$ cat config.mk
export PLATFORM = sky130hd
export DESIGN_NAME = page_reloc_unit
export DESIGN_NICKNAME = d
export VERILOG_FILES = /design/src/rtl/reloc_pkg.sv /design/src/rtl/reloc_regfile.sv /design/src/rtl/reloc_xlate.sv /design/src/rtl/reloc_fault_eval.sv /design/src/rtl/reloc_status.sv /design/src/rtl/page_reloc_unit.sv
export SDC_FILE = /design/constraint.sdc
export NUM_CORES = 2
export LEC_CHECK = 0
export ABC_AREA = 0
export BUFFER_PORTS_ARGS = -buffer_cell sky130_fd_sc_hd__buf_2
export CORE_AREA = 3 3 454 681
export DETAILED_ROUTE_END_ITERATION = 12
export DIE_AREA = 0 0 457 684
export PLACE_DENSITY = 0.4
export RECOVER_POWER = 50
export SLEW_MARGIN = 10
export SYNTH_ARGS = -nofsm -noshare
export SYNTH_HDL_FRONTEND = slang
export SYNTH_SLANG_ARGS = --single-unit
$ cat constraint.sdc
create_clock -name clk -period 61.6 [get_ports clk]
set_input_delay 3.08 -clock clk [delete_from_list [all_inputs] [get_ports clk]]
set_output_delay 3.08 -clock clk [all_outputs]
set_load 0.05 [all_outputs]
$ cat src/rtl/reloc_pkg.sv
package reloc_pkg;
  localparam int VA_W     = 16;
  localparam int WORD_W   = 16;
  localparam int PAGES    = 8;
  localparam int PG_W     = $clog2(PAGES);
  localparam int OFF_W    = VA_W - PG_W;
  localparam int BLK_SH   = 6;
  localparam int BLK_W    = OFF_W - BLK_SH;
  localparam int SETS     = 3;
  localparam int SET_W    = $clog2(SETS);
  localparam int ENTRIES  = SETS * 2 * PAGES;
  localparam int ENT_W    = SET_W + 1 + PG_W;
  localparam int WIDE_BIT = 4;
  localparam logic [8:0] VEC_BUS = 9'o004;
  localparam logic [8:0] VEC_MMU = 9'o250;
  localparam logic [WORD_W-1:0] PDR_WMASK  = 16'hFF0F;
  localparam logic [WORD_W-1:0] PDR_MARK   = 16'h0080;
  localparam logic [WORD_W-1:0] STAT_WMASK = 16'hF3FF;
  localparam logic [WORD_W-1:0] MCTL_WMASK = 16'o000067;

  typedef enum logic [1:0] {
    MODE_KERN = 2'd0, MODE_SUPV = 2'd1, MODE_RSVD = 2'd2, MODE_USER = 2'd3
  } run_mode_e;

  typedef enum logic [1:0] {
    SEL_BASE = 2'd0, SEL_DESC = 2'd1, SEL_STAT = 2'd2, SEL_MCTL = 2'd3
  } reg_sel_e;

  typedef struct packed {
    logic nonres;
    logic length;
    logic rdonly;
  } cause_t;

  function automatic logic [SET_W-1:0] set_of(input logic [1:0] m);
    case (run_mode_e'(m))
      MODE_KERN: set_of = SET_W'(0);
      MODE_SUPV: set_of = SET_W'(1);
      default:   set_of = SET_W'(2);
    endcase
  endfunction
endpackage

$ cat src/rtl/reloc_regfile.sv
module reloc_regfile
  import reloc_pkg::*;
(
  input  logic              clk,
  input  logic              rst_n,
  input  logic              cfg_we,
  input  logic [1:0]        cfg_sel,
  input  logic [SET_W-1:0]  cfg_set,
  input  logic              cfg_d,
  input  logic [PG_W-1:0]   cfg_page,
  input  logic [WORD_W-1:0] cfg_wdata,
  input  logic              mark_en,
  input  logic [SET_W-1:0]  lk_set,
  input  logic              lk_d,
  input  logic [PG_W-1:0]   lk_page,
  output logic [WORD_W-1:0] lk_base,
  output logic [WORD_W-1:0] lk_desc,
  output logic [WORD_W-1:0] rd_base,
  output logic [WORD_W-1:0] rd_desc
);
  logic [ENTRIES*WORD_W-1:0] base_flat;
  logic [ENTRIES*WORD_W-1:0] desc_flat;
  logic [ENT_W-1:0] lk_idx;
  logic [ENT_W-1:0] cfg_idx;

  assign lk_idx  = {lk_set, lk_d, lk_page};
  assign cfg_idx = {cfg_set, cfg_d, cfg_page};

  for (genvar s = 0; s < SETS; s++) begin : g_set
    for (genvar d = 0; d < 2; d++) begin : g_space
      for (genvar p = 0; p < PAGES; p++) begin : g_page
        localparam int IDX = (s * 2 + d) * PAGES + p;
        logic [WORD_W-1:0] base_q, base_d, desc_q, desc_d;
        logic base_en, desc_en, cfg_hit, mark_hit;

        always_comb begin
          cfg_hit  = cfg_we && (cfg_idx == ENT_W'(IDX));
          mark_hit = mark_en && (lk_idx == ENT_W'(IDX));
          base_en  = cfg_hit && (reg_sel_e'(cfg_sel) == SEL_BASE);
          desc_en  = (cfg_hit && (reg_sel_e'(cfg_sel) == SEL_DESC)) || mark_hit;
          base_d   = cfg_wdata;
          if (cfg_hit && (reg_sel_e'(cfg_sel) == SEL_DESC))
            desc_d = cfg_wdata & PDR_WMASK;
          else
            desc_d = desc_q | PDR_MARK;
        end

        always_ff @(posedge clk or negedge rst_n) begin
          if (!rst_n) begin
            base_q <= '0;
            desc_q <= '0;
          end else begin
            if (base_en) base_q <= base_d;
            if (desc_en) desc_q <= desc_d;
          end
        end

        assign base_flat[IDX*WORD_W +: WORD_W] = base_q;
        assign desc_flat[IDX*WORD_W +: WORD_W] = desc_q;
      end
    end
  end

  assign lk_base = base_flat[lk_idx*WORD_W +: WORD_W];
  assign lk_desc = desc_flat[lk_idx*WORD_W +: WORD_W];
  assign rd_base = base_flat[cfg_idx*WORD_W +: WORD_W];
  assign rd_desc = desc_flat[cfg_idx*WORD_W +: WORD_W];
endmodule

$ cat src/rtl/reloc_xlate.sv
module reloc_xlate
  import reloc_pkg::*;
#(
  parameter int PA_W     = 22,
  parameter int NARROW_W = 18
) (
  input  logic [VA_W-1:0]   va,
  input  logic              use_prev,
  input  logic [1:0]        cur_mode,
  input  logic [1:0]        prev_mode,
  input  logic              dspace,
  input  logic [WORD_W-1:0] mctl,
  input  logic              reloc_on,
  input  logic [WORD_W-1:0] base,
  output logic [1:0]        run_mode,
  output logic [SET_W-1:0]  set_idx,
  output logic              use_d,
  output logic [PG_W-1:0]   page,
  output logic [PA_W-1:0]   pa
);
  localparam logic [PA_W-1:0] NARROW_MASK = PA_W'((64'd1 << NARROW_W) - 64'd1);

  logic              d_enable;
  logic [PA_W-1:0]   sum;

  always_comb begin
    run_mode = use_prev ? prev_mode : cur_mode;
    set_idx  = set_of(run_mode);
    page     = va[VA_W-1 -: PG_W];
    case (run_mode_e'(run_mode))
      MODE_KERN: d_enable = mctl[2];
      MODE_SUPV: d_enable = mctl[1];
      MODE_USER: d_enable = mctl[0];
      default:   d_enable = 1'b0;
    endcase
    use_d = dspace && d_enable;
    sum   = (PA_W'(base) << BLK_SH) + PA_W'(va[OFF_W-1:0]);
    if (!reloc_on)
      pa = PA_W'(va);
    else if (mctl[WIDE_BIT])
      pa = sum;
    else
      pa = sum & NARROW_MASK;
  end
endmodule

$ cat src/rtl/reloc_fault_eval.sv
module reloc_fault_eval
  import reloc_pkg::*;
#(
  parameter int PA_W      = 22,
  parameter int MEM_LIMIT = 196608
) (
  input  logic              req_valid,
  input  logic              reloc_on,
  input  logic              is_write,
  input  logic              is_byte,
  input  logic [VA_W-1:0]   va,
  input  logic [WORD_W-1:0] desc,
  input  logic [PA_W-1:0]   pa,
  output logic              fault,
  output logic [8:0]        vec,
  output cause_t            cause,
  output logic              mark
);
  logic [2:0]       acode;
  logic             odd, ac_bad, ac_absent, beyond, len_bad;
  logic [BLK_W-1:0] blk, lim;

  always_comb begin
    acode     = desc[2:0];
    odd       = !is_byte && va[0];
    ac_absent = (acode == 3'd0) || (acode == 3'd4);
    if (is_write)
      ac_bad = (acode != 3'd6);
    else
      ac_bad = ac_absent || (acode == 3'd1) || (acode == 3'd3) || (acode == 3'd7);
    beyond  = (32'(pa) >= 32'(MEM_LIMIT));
    blk     = va[OFF_W-1:BLK_SH];
    lim     = desc[8 +: BLK_W];
    len_bad = desc[3] ? (blk < lim) : (blk > lim);
  end

  always_comb begin
    fault = 1'b0;
    vec   = VEC_BUS;
    cause = '0;
    mark  = 1'b0;
    if (req_valid) begin
      if (odd) begin
        fault = 1'b1;
      end else if (reloc_on) begin
        if (ac_bad) begin
          fault        = 1'b1;
          vec          = VEC_MMU;
          cause.nonres = !is_write && ac_absent;
          cause.rdonly = is_write || !ac_absent;
          mark         = is_write;
        end else if (beyond) begin
          fault        = 1'b1;
          cause.nonres = 1'b1;
          mark         = is_write;
        end else if (len_bad) begin
          fault        = 1'b1;
          vec          = VEC_MMU;
          cause.length = 1'b1;
          mark         = is_write;
        end
      end
    end
  end
endmodule

$ cat src/rtl/reloc_status.sv
module reloc_status
  import reloc_pkg::*;
(
  input  logic              clk,
  input  logic              rst_n,
  input  logic              cfg_we,
  input  logic [1:0]        cfg_sel,
  input  logic [WORD_W-1:0] cfg_wdata,
  input  logic              fault,
  input  cause_t            cause,
  input  logic [1:0]        run_mode,
  input  logic [PG_W-1:0]   page,
  output logic [WORD_W-1:0] stat_q,
  output logic [WORD_W-1:0] mctl_q
);
  logic [WORD_W-1:0] stat_d, mctl_d;
  logic              stat_en, mctl_en, record;

  always_comb begin
    record  = fault && (cause != '0) && (stat_q[15:13] == 3'b000);
    stat_en = 1'b0;
    stat_d  = stat_q;
    if (cfg_we && (reg_sel_e'(cfg_sel) == SEL_STAT)) begin
      stat_en = 1'b1;
      stat_d  = cfg_wdata & STAT_WMASK;
    end else if (record) begin
      stat_en = 1'b1;
      stat_d  = {cause, stat_q[12:7], run_mode, stat_q[4], page, stat_q[0]};
    end
    mctl_en = cfg_we && (reg_sel_e'(cfg_sel) == SEL_MCTL);
    mctl_d  = cfg_wdata & MCTL_WMASK;
  end

  always_ff @(posedge clk or negedge rst_n) begin
    if (!rst_n) begin
      stat_q <= '0;
      mctl_q <= '0;
    end else begin
      if (stat_en) stat_q <= stat_d;
      if (mctl_en) mctl_q <= mctl_d;
    end
  end
endmodule

$ cat src/rtl/page_reloc_unit.sv
module page_reloc_unit
  import reloc_pkg::*;
#(
  parameter int PA_W      = 22,
  parameter int NARROW_W  = 18,
  parameter int MEM_LIMIT = 196608
) (
  input  logic             clk,
  input  logic             rst_n,
  input  logic             req_valid,
  input  logic [15:0]      req_va,
  input  logic             req_write,
  input  logic             req_byte,
  input  logic             req_dspace,
  input  logic             req_prev,
  input  logic [1:0]       cur_mode,
  input  logic [1:0]       prev_mode,
  output logic [PA_W-1:0]  phys_addr,
  output logic             phys_valid,
  output logic             abort,
  output logic [8:0]       trap_vec,
  output logic [15:0]      status_reg,
  input  logic             cfg_we,
  input  logic [1:0]       cfg_sel,
  input  logic [1:0]       cfg_mode,
  input  logic             cfg_dspace,
  input  logic [2:0]       cfg_page,
  input  logic [15:0]      cfg_wdata,
  output logic [15:0]      cfg_rdata
);
  logic [1:0]        rst_sync;
  logic              rst_core_n;
  logic [WORD_W-1:0] stat_q, mctl_q, lk_base, lk_desc, rd_base, rd_desc;
  logic [1:0]        run_mode;
  logic [SET_W-1:0]  set_idx;
  logic              use_d, fault, mark;
  logic [PG_W-1:0]   page;
  cause_t            cause;

  always_ff @(posedge clk or negedge rst_n) begin
    if (!rst_n) rst_sync <= 2'b00;
    else        rst_sync <= {rst_sync[0], 1'b1};
  end
  assign rst_core_n = rst_sync[1];

  reloc_xlate #(.PA_W(PA_W), .NARROW_W(NARROW_W)) u_xlate (
    .va(req_va), .use_prev(req_prev), .cur_mode(cur_mode), .prev_mode(prev_mode),
    .dspace(req_dspace), .mctl(mctl_q), .reloc_on(stat_q[0]), .base(lk_base),
    .run_mode(run_mode), .set_idx(set_idx), .use_d(use_d), .page(page), .pa(phys_addr)
  );

  reloc_fault_eval #(.PA_W(PA_W), .MEM_LIMIT(MEM_LIMIT)) u_fault (
    .req_valid(req_valid), .reloc_on(stat_q[0]), .is_write(req_write), .is_byte(req_byte),
    .va(req_va), .desc(lk_desc), .pa(phys_addr),
    .fault(fault), .vec(trap_vec), .cause(cause), .mark(mark)
  );

  reloc_regfile u_regs (
    .clk(clk), .rst_n(rst_core_n), .cfg_we(cfg_we), .cfg_sel(cfg_sel),
    .cfg_set(set_of(cfg_mode)), .cfg_d(cfg_dspace), .cfg_page(cfg_page), .cfg_wdata(cfg_wdata),
    .mark_en(mark), .lk_set(set_idx), .lk_d(use_d), .lk_page(page),
    .lk_base(lk_base), .lk_desc(lk_desc), .rd_base(rd_base), .rd_desc(rd_desc)
  );

  reloc_status u_stat (
    .clk(clk), .rst_n(rst_core_n), .cfg_we(cfg_we), .cfg_sel(cfg_sel), .cfg_wdata(cfg_wdata),
    .fault(fault), .cause(cause), .run_mode(run_mode), .page(page),
    .stat_q(stat_q), .mctl_q(mctl_q)
  );

  assign abort      = fault;
  assign phys_valid = req_valid && !fault;
  assign status_reg = stat_q;

  always_comb begin
    case (reg_sel_e'(cfg_sel))
      SEL_BASE: cfg_rdata = rd_base;
      SEL_DESC: cfg_rdata = rd_desc;
      SEL_STAT: cfg_rdata = stat_q;
      default:  cfg_rdata = mctl_q;
    endcase
  end
endmodule

==> results.json <==
{
  "reg2reg_slack_ns": 48.39,
  "detail_route.vias_per_cell": 5.34,
  "start_kind": "input port",
  "finalWorstPathRequiredPeriod_ns": 13.94,
  "netlist_instances": 5403,
  "dieWidth_um": 457,
  "hold_ws_ns": 0.354,
  "detail_route.first_pass.iterations": 6,
  "final_design_area_no_fill_um2": 86200,
  "synth.avg_cell_area_um2": 14.0,
  "synth.yosys.warnings": 0,
  "cp.required_ns": 58.52,
  "synth_seq_cells": 1413,
  "globalplace.congestion": 0.835,
  "critical-path-slowest-cell": "buf_4",
  "count_of_cells_resized_by_post_cts_repair": 0,
  "ant_nets": 0,
  "power-per-cell-area_nw_per_um2": 27.5,
  "mappedNetlistArea_um2": 75800,
  "vdd_drop_max_mv": 0.0167,
  "fraction_of_layout_instances_using_a_drive_strength_above_1_pct": 47.4,
  "grt-ovfl-total": 0,
  "clockRootBuffer": "clkbuf_16",
  "cts-hold-fix-buffers": 0,
  "h-tree-depth": 4,
  "number_of_buffers_added_by_the_clock_tree_synthesis_step": 158,
  "dr.first_iter.drc_count": 4076,
  "place_worst_setup_slack_ns": 47.42,
  "max_slew_margin_pct": -435,
  "failed_checks": "capacitance limit, slew limit",
  "floorplan.initialDensity_pct": 25.0,
  "grt_antenna_before_repair": 23,
  "layout-area-overhead-vs-synth_pct": 13.6,
  "max-clock-path-buffers": 4,
  "max_cap_violation_count": 25,
  "critical_path.max_stage_delay_ns": 0.68,
  "critical_path.max_fanout": 69,
  "cp-end-kind": "output pin",
  "cts_post_setup_buffers_inserted": 0,
  "arrival_ns": 10.86,
  "setup_total_negative_slack_ns": 0,
  "post_route_worst_setup_slack_ns": 47.66,
  "design.portCount": 117,
  "placedInstanceArea_um2": 80900,
  "hold_path_end": "rst_sync[1]",
  "wire_length_of_the_first_global_routing_pass_um": 461000,
  "rsz_0062_raised_after_global_routing": "no",
  "cellLeakagePower_uw": 0.0375,
  "port-buffer-count": 99,
  "hold_class": "reg -> reg",
  "die_height_um": 684,
  "yosysSeqAreaShare_pct": 46.6,
  "synthArstFlopShare_pct": 100,
  "worst_r2r_path_depth": 4,
  "drt-total-wl_um": 334000,
  "crit_family": "buffers and inverters",
  "cells_along_the_critical_path": "buf_8, buf_4, buf_12, buf_4, mux4_2, mux4_2, nand2_1, a31oi_1, ha_1, fa_1, a21o_1, a21oi_1, o21ai_0, a21oi_1, inv_1, nand2b_1, nor3_1, o311a_1, a211oi_4, nand2b_1, a21oi_1, buf_2",
  "worst_pin_slew_ns": 8.02,
  "post-route-period-util_pct": 22.6,
  "synth_cell_type_count": 73,
  "layout.nets": 5370,
  "worstPathBufferInverterCount": 6,
  "clock_sinks": 1413,
  "cts.clk_slew.worst_paths_ns": 0.06,
  "synth-edff-count": 0,
  "core-area_um2": 304000,
  "detailedPlacementHpwl_um": 212000,
  "hold_sp": "rst_sync[0]",
  "grt_max_degree": 144,
  "drcViolationCount": 0,
  "worstHoldPathCells": 0,
  "first_global_vias": 53100,
  "timing.final.setup_violations": 0,
  "grt_use_total_pct": 21.0,
  "fmaxAchievable_mhz": 71.7,
  "crit-reg2reg-launch": "rst_sync[1]",
  "finalHoldViolations": 0,
  "timing_max_transition_violations_final": 1514,
  "clock_latency_ns": 0.85,
  "tritoncts": "built",
  "wire_per_inst_um": 35.3,
  "run_status": "finished with violations",
  "synth_top_flop_cell": "dfrtp_1",
  "std_cell_rows": 248,
  "die-area_um2": 313000,
  "reg2reg_end": "u_regs.g_set[2].g_space[0].g_page[7].desc_q[2]",
  "criticalPathCategory": "in -> out",
  "dr_total_vias": 50400,
  "worst_clock_skew_ns": 0.0694,
  "worst_path_most_repeated_cell": "a21oi_1"
}
==> synthesized netlist by cell type (4+ instances only) <==
master / number / area (µm²)
a211oi_1: 7 / 52.6
o211a_1: 4 / 40.0
mux2_2: 1286 / 14500
clkbuf_1: 381 / 1430
a311oi_1: 7 / 61.3
nor2_1: 98 / 368
nand3_1: 147 / 736
mux2i_1: 79 / 791
a21o_1: 4 / 30.0
nand4_1: 38 / 238
o21ai_0: 141 / 706
a22o_1: 25 / 219
inv_1: 19 / 71.3
buf_2: 20 / 100
buf_1: 103 / 387
buf_6: 8 / 90.1
nand2_1: 563 / 2110
nor2b_1: 11 / 68.8
nand2b_1: 13 / 81.3
a211o_1: 4 / 35.0
nor4_1: 7 / 43.8
a31oi_1: 18 / 113
and2_1: 4 / 25.0
dfrtp_1: 1413 / 35400
xnor2_1: 9 / 78.8
nor3_1: 21 / 105
mux4_2: 710 / 16000
o22ai_1: 7 / 43.8
a32oi_1: 31 / 272
buf_4: 32 / 240
o31ai_1: 15 / 113
and3_1: 14 / 87.6
o211ai_1: 12 / 90.1
ha_1: 15 / 188
a21oi_1: 68 / 340
a22oi_1: 8 / 60.1
==> registers in the layout, indices dropped and copies added, names as in the netlist <==
register                            flops
u_stat.stat_q                          14
rst_sync                                2
u_regs.g_set.g_space.g_page.base_q    768
u_regs.g_set.g_space.g_page.desc_q    624
u_stat.mctl_q                           5
==> cell type report <==
class                   count  area [µm²]
fillers                 30700      218000
flip-flops and latches   1413       35400
clock inverters            48         621
well taps                4000        5000
clock buffers             225        4640
inverters                  20        75.1
repair buffers            277        1920
multi-input cells        3432       38500
diodes                     34        85.1
==> kinds of logic after synthesis <==
kind of cell               after synthesis  share of synthesized area [%]
other                                    2                        0.00990
xor gates and xnor gates                12                          0.139
muxes                                 2078                           41.3
DFF                                   1413                           46.6
buffers and inverters                  564                           3.06
AOI/OAI and AO/OA                      385                           3.30
and+or+nand+nor                        933                           5.29
adders and majority gates               16                          0.274
==> metal layers <==
| metal | share of wire [%] | global-route usage (%) | wire length (µm) | up-vias |
|---|---|---|---|---|
| li1 | - | - | - | 20300 |
| met1 | 38 | 24.6 | 127000 | 27900 |
| met2 | 51 | 36.9 | 169000 | 1607 |
| met3 | 4.4 | 2.71 | 14600 | 582 |
| met4 | 6.8 | 12.0 | 22600 | 10 |
| met5 | 0.018 | 0 | 61 | - |
==> worst max path at each step <==
stage / slack (ns) / cells past startpoint / endpoint / start
floorplan: 19.30 / 0 / u_regs.g_set[0].g_space[0].g_page[0].base_q[0] / rst_sync[1]
global placement: 47.41 / 22 / trap_vec[3] / req_va[13]
detailed placement: 47.42 / 22 / trap_vec[3] / req_va[13]
CTS: 47.40 / 22 / trap_vec[3] / req_va[13]
global route: 46.17 / 4 / u_regs.g_set[2].g_space[0].g_page[7].desc_q[2] / rst_sync[1]
finish: 47.66 / 22 / trap_vec[3] / req_va[13]
==> power by group <==
group          internal (µW)  total (µW)  switching [µW]
sequential               985        1040            50.2
clock                    582        1000             421
combinational            133         333             200
==> per-stage QoR <==
| step | cells | util (%) | total power [µW] |
|---|---|---|---|
| 2_1_floorplan | 5409 | - | 1260 |
| 3_3_place_gp | 9142 | 26.6 | 1380 |
| 3_5_place_dp | 9142 | 26.6 | 1390 |
| 4_1_cts | 9415 | 28.4 | 2400 |
| 5_1_grt | 9439 | 28.4 | 2450 |
| 6_report | 9449 | 28.4 | 2370 |
==> worst reg2reg max path, cell delays in order, from the launching register on <==
cell and delay, ns:
dfrtp_1 2.26, clkbuf_1 2.83, clkbuf_1 1.48, clkbuf_1 2.93
clkbuf_1 2.90
==> cells in the final DEF, fill, tap and decap left out, types with 15 or more instances in the layout <==
master and n:
dfrtp_1 1413, mux2_2 1286, mux4_2 710, nand2_1 532
clkbuf_16 162, buf_4 157, nand3_1 147, o21ai_0 140
mux2i_1 77, nor2_1 72, buf_2 69, a21oi_1 67
clkbuf_1 64, nand4_1 38, clkbuf_8 36, diode_2 34
a32oi_1 31, nand2_2 31, clkinv_2 27, a22o_1 25
a31oi_1 18, inv_1 18, nor2_2 18, nor3_1 18
o31ai_1 15, ha_1 15
(Power assumes the default switching activity.)
